<file path="src/rtl/thr_mon_pkg.sv">
package thr_mon_pkg;
  localparam int unsigned ADDR_W     = 8;
  localparam int unsigned DATA_W     = 8;
  localparam int unsigned CODE_W     = 16;
  localparam int unsigned SLOT_BYTES = 8;

  localparam logic [ADDR_W-1:0] A_STAT_LO   = 8'h0a;
  localparam logic [ADDR_W-1:0] A_STAT_HI   = 8'h0b;
  localparam logic [ADDR_W-1:0] A_GLOBAL    = 8'h46;
  localparam logic [ADDR_W-1:0] A_CONV      = 8'h47;
  localparam logic [ADDR_W-1:0] A_SLOT_BASE = 8'h60;

  typedef enum logic [2:0] {
    B_INSEL = 3'd0, B_LO_L = 3'd1, B_LO_H = 3'd2, B_HI_L = 3'd3,
    B_HI_H  = 3'd4, B_IVAL = 3'd5, B_CTRL = 3'd6, B_ENA  = 3'd7
  } slot_byte_e;

  localparam int unsigned EN_MEAS  = 7;
  localparam int unsigned EN_HI_IE = 1;
  localparam int unsigned EN_LO_IE = 0;
  localparam int unsigned GO_BIT   = 7;
endpackage

</file>
<file path="src/rtl/thr_mon_regs.sv">
module thr_mon_regs
  import thr_mon_pkg::*;
#(
  parameter int unsigned N_CH = 8,
  localparam int unsigned CH_W = (N_CH > 1) ? $clog2(N_CH) : 1
) (
  input  logic                         clk_i,
  input  logic                         rst_ni,
  input  logic                         wr_i,
  input  logic [ADDR_W-1:0]            addr_i,
  input  logic [DATA_W-1:0]            wdata_i,
  output logic [DATA_W-1:0]            rdata_o,
  output logic [N_CH-1:0][CODE_W-1:0]  thr_lo_o,
  output logic [N_CH-1:0][CODE_W-1:0]  thr_hi_o,
  output logic [N_CH-1:0]              meas_en_o,
  output logic [N_CH-1:0]              lo_ie_o,
  output logic [N_CH-1:0]              hi_ie_o,
  output logic                         glob_en_o,
  output logic                         conv_req_o
);
  localparam int unsigned SLOT_END = int'(A_SLOT_BASE) + N_CH * SLOT_BYTES;

  logic [ADDR_W-1:0]          slot_off;
  logic [CH_W-1:0]            slot_ch;
  logic [2:0]                 slot_b;
  logic                       in_slots;
  logic [N_CH-1:0][DATA_W-1:0] rd_ch;
  logic                       glob_q, conv_q;

  assign slot_off = addr_i - A_SLOT_BASE;
  assign slot_ch  = slot_off[CH_W+2:3];
  assign slot_b   = slot_off[2:0];
  assign in_slots = (int'(addr_i) >= int'(A_SLOT_BASE)) && (int'(addr_i) < SLOT_END);

  for (genvar c = 0; c < N_CH; c++) begin : g_slot
    logic [DATA_W-1:0] byte_q [SLOT_BYTES];
    logic              sel;
    assign sel = wr_i && in_slots && (slot_ch == CH_W'(c));

    always_ff @(posedge clk_i or negedge rst_ni) begin
      if (!rst_ni) begin
        for (int b = 0; b < SLOT_BYTES; b++) byte_q[b] <= '0;
      end else if (sel) begin
        byte_q[slot_b] <= wdata_i;
      end
    end

    assign thr_lo_o[c]  = {byte_q[B_LO_H], byte_q[B_LO_L]};
    assign thr_hi_o[c]  = {byte_q[B_HI_H], byte_q[B_HI_L]};
    assign meas_en_o[c] = byte_q[B_ENA][EN_MEAS];
    assign lo_ie_o[c]   = byte_q[B_ENA][EN_LO_IE];
    assign hi_ie_o[c]   = byte_q[B_ENA][EN_HI_IE];
    assign rd_ch[c]     = byte_q[slot_b];
  end

  always_ff @(posedge clk_i or negedge rst_ni) begin
    if (!rst_ni) begin
      glob_q <= 1'b0;
      conv_q <= 1'b0;
    end else begin
      if (wr_i && addr_i == A_GLOBAL) glob_q <= wdata_i[GO_BIT];
      conv_q <= wr_i && (addr_i == A_CONV) && wdata_i[GO_BIT];
    end
  end

  assign glob_en_o  = glob_q;
  assign conv_req_o = conv_q;

  always_comb begin
    rdata_o = '0;
    if (in_slots)                rdata_o = rd_ch[slot_ch];
    else if (addr_i == A_GLOBAL) rdata_o = {glob_q, 7'b0};
  end

  AST_CONV_ONE_SHOT: assert property (@(posedge clk_i) disable iff (!rst_ni)
    conv_req_o |-> $past(wr_i && addr_i == A_CONV && wdata_i[GO_BIT]));
  AST_GLOBAL_HOLD: assert property (@(posedge clk_i) disable iff (!rst_ni)
    !$past(wr_i && addr_i == A_GLOBAL) |-> $stable(glob_en_o));
endmodule

</file>
<file path="src/rtl/thr_mon_cmp.sv">
module thr_mon_cmp
  import thr_mon_pkg::*;
#(
  parameter int unsigned N_CH = 8,
  localparam int unsigned CH_W = (N_CH > 1) ? $clog2(N_CH) : 1
) (
  input  logic                         clk_i,
  input  logic                         rst_ni,
  input  logic                         res_valid_i,
  input  logic [CH_W-1:0]              res_chan_i,
  input  logic [CODE_W-1:0]            res_code_i,
  input  logic                         glob_en_i,
  input  logic [N_CH-1:0][CODE_W-1:0]  thr_lo_i,
  input  logic [N_CH-1:0][CODE_W-1:0]  thr_hi_i,
  input  logic [N_CH-1:0]              meas_en_i,
  input  logic [N_CH-1:0]              lo_ie_i,
  input  logic [N_CH-1:0]              hi_ie_i,
  output logic [N_CH-1:0]              lo_set_o,
  output logic [N_CH-1:0]              hi_set_o
);
  for (genvar c = 0; c < N_CH; c++) begin : g_cmp
    logic hit;
    assign hit         = res_valid_i && glob_en_i && meas_en_i[c] && (res_chan_i == CH_W'(c));
    assign lo_set_o[c] = hit && lo_ie_i[c] && (res_code_i < thr_lo_i[c]);
    assign hi_set_o[c] = hit && hi_ie_i[c] && (res_code_i > thr_hi_i[c]);
  end

  AST_SET_ONE_CHANNEL: assert property (@(posedge clk_i) disable iff (!rst_ni)
    $onehot0(lo_set_o | hi_set_o));
  AST_IGNORE_DISABLED: assert property (@(posedge clk_i) disable iff (!rst_ni)
    !glob_en_i |-> (lo_set_o == '0 && hi_set_o == '0));
endmodule

</file>
<file path="src/rtl/thr_mon_status.sv">
module thr_mon_status #(
  parameter int unsigned N_CH = 8
) (
  input  logic            clk_i,
  input  logic            rst_ni,
  input  logic [N_CH-1:0] lo_set_i,
  input  logic [N_CH-1:0] hi_set_i,
  input  logic [N_CH-1:0] lo_clr_i,
  input  logic [N_CH-1:0] hi_clr_i,
  output logic [N_CH-1:0] lo_q_o,
  output logic [N_CH-1:0] hi_q_o,
  output logic            irq_o
);
  logic [N_CH-1:0] lo_q, hi_q;

  // a set in the same cycle as a clear wins
  always_ff @(posedge clk_i or negedge rst_ni) begin
    if (!rst_ni) begin
      lo_q <= '0;
      hi_q <= '0;
    end else begin
      lo_q <= (lo_q & ~lo_clr_i) | lo_set_i;
      hi_q <= (hi_q & ~hi_clr_i) | hi_set_i;
    end
  end

  assign lo_q_o = lo_q;
  assign hi_q_o = hi_q;
  assign irq_o  = |{lo_q, hi_q};

  AST_LO_STICKY: assert property (@(posedge clk_i) disable iff (!rst_ni)
    1'b1 |=> ((lo_q & $past(lo_q & ~lo_clr_i)) == $past(lo_q & ~lo_clr_i)));
  AST_HI_STICKY: assert property (@(posedge clk_i) disable iff (!rst_ni)
    1'b1 |=> ((hi_q & $past(hi_q & ~hi_clr_i)) == $past(hi_q & ~hi_clr_i)));
  AST_LO_CAUSE: assert property (@(posedge clk_i) disable iff (!rst_ni)
    1'b1 |=> ((lo_q & ~$past(lo_q)) & ~$past(lo_set_i)) == '0);
  AST_HI_CAUSE: assert property (@(posedge clk_i) disable iff (!rst_ni)
    1'b1 |=> ((hi_q & ~$past(hi_q)) & ~$past(hi_set_i)) == '0);
endmodule

</file>
<file path="src/rtl/thr_mon.sv">
module thr_mon
  import thr_mon_pkg::*;
#(
  parameter int unsigned N_CH = 8,
  localparam int unsigned CH_W = (N_CH > 1) ? $clog2(N_CH) : 1
) (
  input  logic              clk_i,
  input  logic              rst_ni,
  input  logic              reg_wr_i,
  input  logic [ADDR_W-1:0] reg_addr_i,
  input  logic [DATA_W-1:0] reg_wdata_i,
  output logic [DATA_W-1:0] reg_rdata_o,
  input  logic              res_valid_i,
  input  logic [CH_W-1:0]   res_chan_i,
  input  logic [CODE_W-1:0] res_code_i,
  output logic              conv_req_o,
  output logic              irq_o
);
  logic [N_CH-1:0][CODE_W-1:0] thr_lo, thr_hi;
  logic [N_CH-1:0] meas_en, lo_ie, hi_ie, lo_set, hi_set, lo_clr, hi_clr, lo_q, hi_q;
  logic            glob_en;
  logic [DATA_W-1:0] regs_rdata;

  thr_mon_regs #(.N_CH(N_CH)) u_regs (
    .clk_i, .rst_ni, .wr_i(reg_wr_i), .addr_i(reg_addr_i), .wdata_i(reg_wdata_i),
    .rdata_o(regs_rdata), .thr_lo_o(thr_lo), .thr_hi_o(thr_hi), .meas_en_o(meas_en),
    .lo_ie_o(lo_ie), .hi_ie_o(hi_ie), .glob_en_o(glob_en), .conv_req_o(conv_req_o)
  );

  thr_mon_cmp #(.N_CH(N_CH)) u_cmp (
    .clk_i, .rst_ni, .res_valid_i, .res_chan_i, .res_code_i, .glob_en_i(glob_en),
    .thr_lo_i(thr_lo), .thr_hi_i(thr_hi), .meas_en_i(meas_en), .lo_ie_i(lo_ie),
    .hi_ie_i(hi_ie), .lo_set_o(lo_set), .hi_set_o(hi_set)
  );

  assign lo_clr = (reg_wr_i && reg_addr_i == A_STAT_LO) ? reg_wdata_i[N_CH-1:0] : '0;
  assign hi_clr = (reg_wr_i && reg_addr_i == A_STAT_HI) ? reg_wdata_i[N_CH-1:0] : '0;

  thr_mon_status #(.N_CH(N_CH)) u_status (
    .clk_i, .rst_ni, .lo_set_i(lo_set), .hi_set_i(hi_set), .lo_clr_i(lo_clr),
    .hi_clr_i(hi_clr), .lo_q_o(lo_q), .hi_q_o(hi_q), .irq_o(irq_o)
  );

  always_comb begin
    unique case (reg_addr_i)
      A_STAT_LO: reg_rdata_o = DATA_W'(lo_q);
      A_STAT_HI: reg_rdata_o = DATA_W'(hi_q);
      default:   reg_rdata_o = regs_rdata;
    endcase
  end

  AST_IRQ_RISE: assert property (@(posedge clk_i) disable iff (!rst_ni)
    $rose(irq_o) |-> $past(|{lo_set, hi_set}));
endmodule

</file>
<file path="config.mk">
export PLATFORM = sky130hd
export DESIGN_NAME = thr_mon
export DESIGN_NICKNAME = d
export VERILOG_FILES = /design/src/rtl/thr_mon_pkg.sv /design/src/rtl/thr_mon_regs.sv /design/src/rtl/thr_mon_cmp.sv /design/src/rtl/thr_mon_status.sv /design/src/rtl/thr_mon.sv
export SDC_FILE = /design/constraint.sdc
export NUM_CORES = 1
export LEC_CHECK = 0
export BUFFER_PORTS_ARGS = -buffer_cell sky130_fd_sc_hd__buf_2
export CAP_MARGIN = 25
export CELL_PAD_IN_SITES_DETAIL_PLACEMENT = 1
export CELL_PAD_IN_SITES_GLOBAL_PLACEMENT = 1
export CORE_ASPECT_RATIO = 0.5
export CORE_MARGIN = 3
export CORE_UTILIZATION = 35
export DETAILED_ROUTE_END_ITERATION = 10
export PLACE_DENSITY = 0.62
export SLEW_MARGIN = 20
export SYNTH_ARGS = -nofsm -noshare
export SYNTH_HDL_FRONTEND = slang
export SYNTH_SLANG_ARGS = --single-unit
export TNS_END_PERCENT = 100
</file>
<file path="constraint.sdc">
create_clock -name clk_i -period 2.04 [get_ports clk_i]
set_input_delay 0.306 -clock clk_i [delete_from_list [all_inputs] [get_ports clk_i]]
set_output_delay 0.306 -clock clk_i [all_outputs]
set_load 0.03 [all_outputs]
</file>
==> results_dict.tcl <==
set metrics [dict create \
    yosys_warnings 0 \
    yosysMostFrequentCell "dfrtp_1" \
    cap_violations 0 \
    cts_sinks 530 \
    synth_seq_cells 530 \
    status "finished with violations" \
    post-route-period-util 1.515 \
    synth-edff-count 0 \
    nFillCells 9307 \
    seq_area_frac_synth 0.4272 \
    synth_top_area_cell "dfrtp_1" \
    cp.required_ns 1.73 \
    grt-ovfl-total 0 \
    totalWireLength_um 136600 \
    io_buffer_count 48 \
    drt_iter0_markers 2400 \
    synthFlopType "dfrtp_1" \
    critPathMaxFanout 2 \
    drc 0 \
    setup_viol 9 \
    area_growth_pct 28.81 \
    dieWidth_um 427.2 \
    fin_ws_ns -1.050 \
    total_power_w 0.02718 \
    synthesis.nets 3102 \
    final_nets 3615 \
    start_util 0.3568 \
    ir_drop_uv 661.4 \
    finClkSkew_ns 0.01326 \
    grt.busiest_layer "met2" \
    crit_arrival_ns 2.78 \
    clockBufferDepth 3 \
    ant_nets 0 \
    synthArstFlopShare 1.000 \
    synth_top_cell_area_share 0.4272 \
    die_h_um 216.6 \
    grtUsageMet2 0.4324 \
    cts_root_buf "clkbuf_16" \
    cts_max_level 2 \
    antenna_found_initial 8 \
    rows 76 \
    rsz0062_at_grt "true" \
    globalplace.congestion 0.9603 \
    worstSetupPathType "reg -> out" \
    clk_latency_ns 0.65 \
    grt_use_met3 0.08391 \
    hold_class "in -> reg" \
    core_mm2 0.08701 \
    dp_hpwl_um 102500 \
    wire_per_inst_um 30.04 \
    final_layout_size_suffix_gt1_frac 0.4054 \
    fin_crit_ns 3.090 \
    clk_pin_slew_ns 0.07 \
    cp-start-kind "flip-flop" \
    synth_cell_type_count 81 \
    hold_depth 3 \
    critPathCaptureType "output pin" \
    tritoncts "done" \
    syn_inst 2815 \
    netlist_area_mm2 0.03105 \
    violations "setup timing" \
    grt_util_met1 0.4071 \
    tightestPinTransition_ns 0.9509 \
    grt_max_degree 63 \
    first_global_vias 27280 \
    pin_count 49 \
    vias 26270 \
    r2r_cells 8 \
    fin_hold_ws_ns 0.2059 \
    first_pass_iters 5 \
    synth.top_cells.by_count "dfrtp_1, mux2_2, ha_1, inv_1, nand2_1" \
    avgSynthCellArea_um2 11.03 \
    p_leak_nw 18.96 \
    ys_top_cells_by_area "dfrtp_1, mux2_2, ha_1, inv_1, nand2_1" \
    finalHoldViolCount 0 \
    grt_pass1_wl_um 194800 \
    fmax_mhz 323.7 \
    viasPerCell 5.778 \
    gr-usage-all-layers 0.2915 \
    dieArea_mm2 0.09253 \
    slew_violations 0 \
    max_slew_margin 0.3661 \
    p_per_area_mw_per_mm2 679.6 \
    numCtsBuffers 55 \
]
==> repair_timing <==
action | 4_1_cts | 5_1_grt
pin swaps | 27 | 43
hold buffers | 1 | 0
endpoints found under the setup margin | 13 | 19
setup buffers | 6 | 3
hold endpoints to repair | 43 | 0
resized for setup | 110 | 80
==> cells in the final DEF (no fill, tap or decap), drive strengths merged, types with 21 or more instances in the layout <==
| cell type | count |
|---|---|
| buf | 604 |
| dfrtp | 530 |
| mux2 | 436 |
| nand2 | 260 |
| inv | 250 |
| ha | 248 |
| o21ai | 180 |
| nor2 | 96 |
| clkbuf | 84 |
| a21oi | 71 |
| mux2i | 67 |
| a221oi | 48 |
| mux4 | 40 |
| nand4 | 35 |
| a22oi | 33 |
| a21o | 30 |
| nand3 | 28 |
| o211ai | 26 |
| nor2b | 23 |
| o22ai | 22 |
| o21a | 21 |
==> stage by stage <==
step	util	cells	worst slack [ns]	TNS, ns	area [µm²]
2_1_floorplan	-	2815	-0.1495	-0.6424	31190
3_3_place_gp	0.4283	4434	-0.9337	-62.31	37270
3_5_place_dp	0.4283	4434	-0.9490	-79.35	37270
4_1_cts	0.4549	4541	-1.065	-7.452	39580
5_1_grt	0.4595	4542	-1.132	-7.757	39980
6_report	0.4596	4546	-1.050	-7.341	39990
==> state kept, by name, indices dropped and copies added, names as in the netlist <==
signal	count
u_regs.conv_req_o	1
u_status.hi_q_o	8
u_regs.thr_lo_o	128
u_regs.thr_hi_o	128
u_regs.meas_en_o	8
u_status.lo_q_o	8
u_regs.glob_en_o	1
u_regs.lo_ie_o	8
u_regs.hi_ie_o	8
u_regs.g_slot.byte_q	232
==> cell type report <==
type / instances / area [µm²] / area share
Multi-Input combinational cell: 1888 / 16870 / 0.4218
Sequential cell: 530 / 13290 / 0.3323
Timing Repair Buffer: 606 / 5607 / 0.1402
Clock buffer: 83 / 1642 / 0.04105
Tap cell: 1170 / 1464 / 0.03661
Inverter: 247 / 934.6 / 0.02337
Clock inverter: 18 / 178.9 / 0.004474
Antenna cell: 4 / 10.01 / 0.0002503
==> final timing paths <==
| kind | end | slack (ns) | from |
|---|---|---|---|
| setup / recovery | reg_rdata_o[0] | -1.05 | u_regs.lo_ie_o[2] |
| hold / removal | u_regs.thr_hi_o[116] | 0.21 | reg_wdata_i[4] |
| setup reg to reg | u_status.hi_q_o[4] | 0.06 | u_regs.thr_hi_o[66] |
| hold reg to reg | u_regs.g_slot[6].byte_q[11] | 0.50 | u_regs.g_slot[6].byte_q[11] |
| max in group asynchronous | u_regs.thr_hi_o[57] | 0.95 | rst_ni |
| min in group asynchronous | u_regs.thr_lo_o[5] | 0.22 | rst_ni |
==> power by group <==
part / switching, W / leakage, nW / internal (W)
Clock: 0.00468 / 0.906 / 0.00592
Sequential: 0.000531 / 6.82 / 0.0111
Combinational: 0.00283 / 11.2 / 0.00215
==> layer usage <==
layer	vias to the layer above	share of wire
met1	13770	0.44
met5	-	0.00023
li1	11260	-
met4	4	0.034
met2	1016	0.43
met3	222	0.095
==> kinds of logic after synthesis <==
group                      count (synthesis)  share of synthesized area
AOI/OAI and AO/OA                        568                     0.1230
muxes                                    543                     0.2096
and+or+nand+nor                          529                    0.08423
buffers and inverters                    397                    0.05602
DFF                                      530                     0.4272
adders and majority gates                248                    0.09994
==> critical path: stages, from the launching register on <==
cell,delay (ns)
dfrtp_1,0.42
mux2_4,0.28
a221oi_2,0.28
o22ai_2,0.18
and3_4,0.18
o41ai_2,0.32
buf_4,0.18
o2111ai_4,0.13
buf_6,0.18
Note: power is estimated with default switching activity, not from simulation.
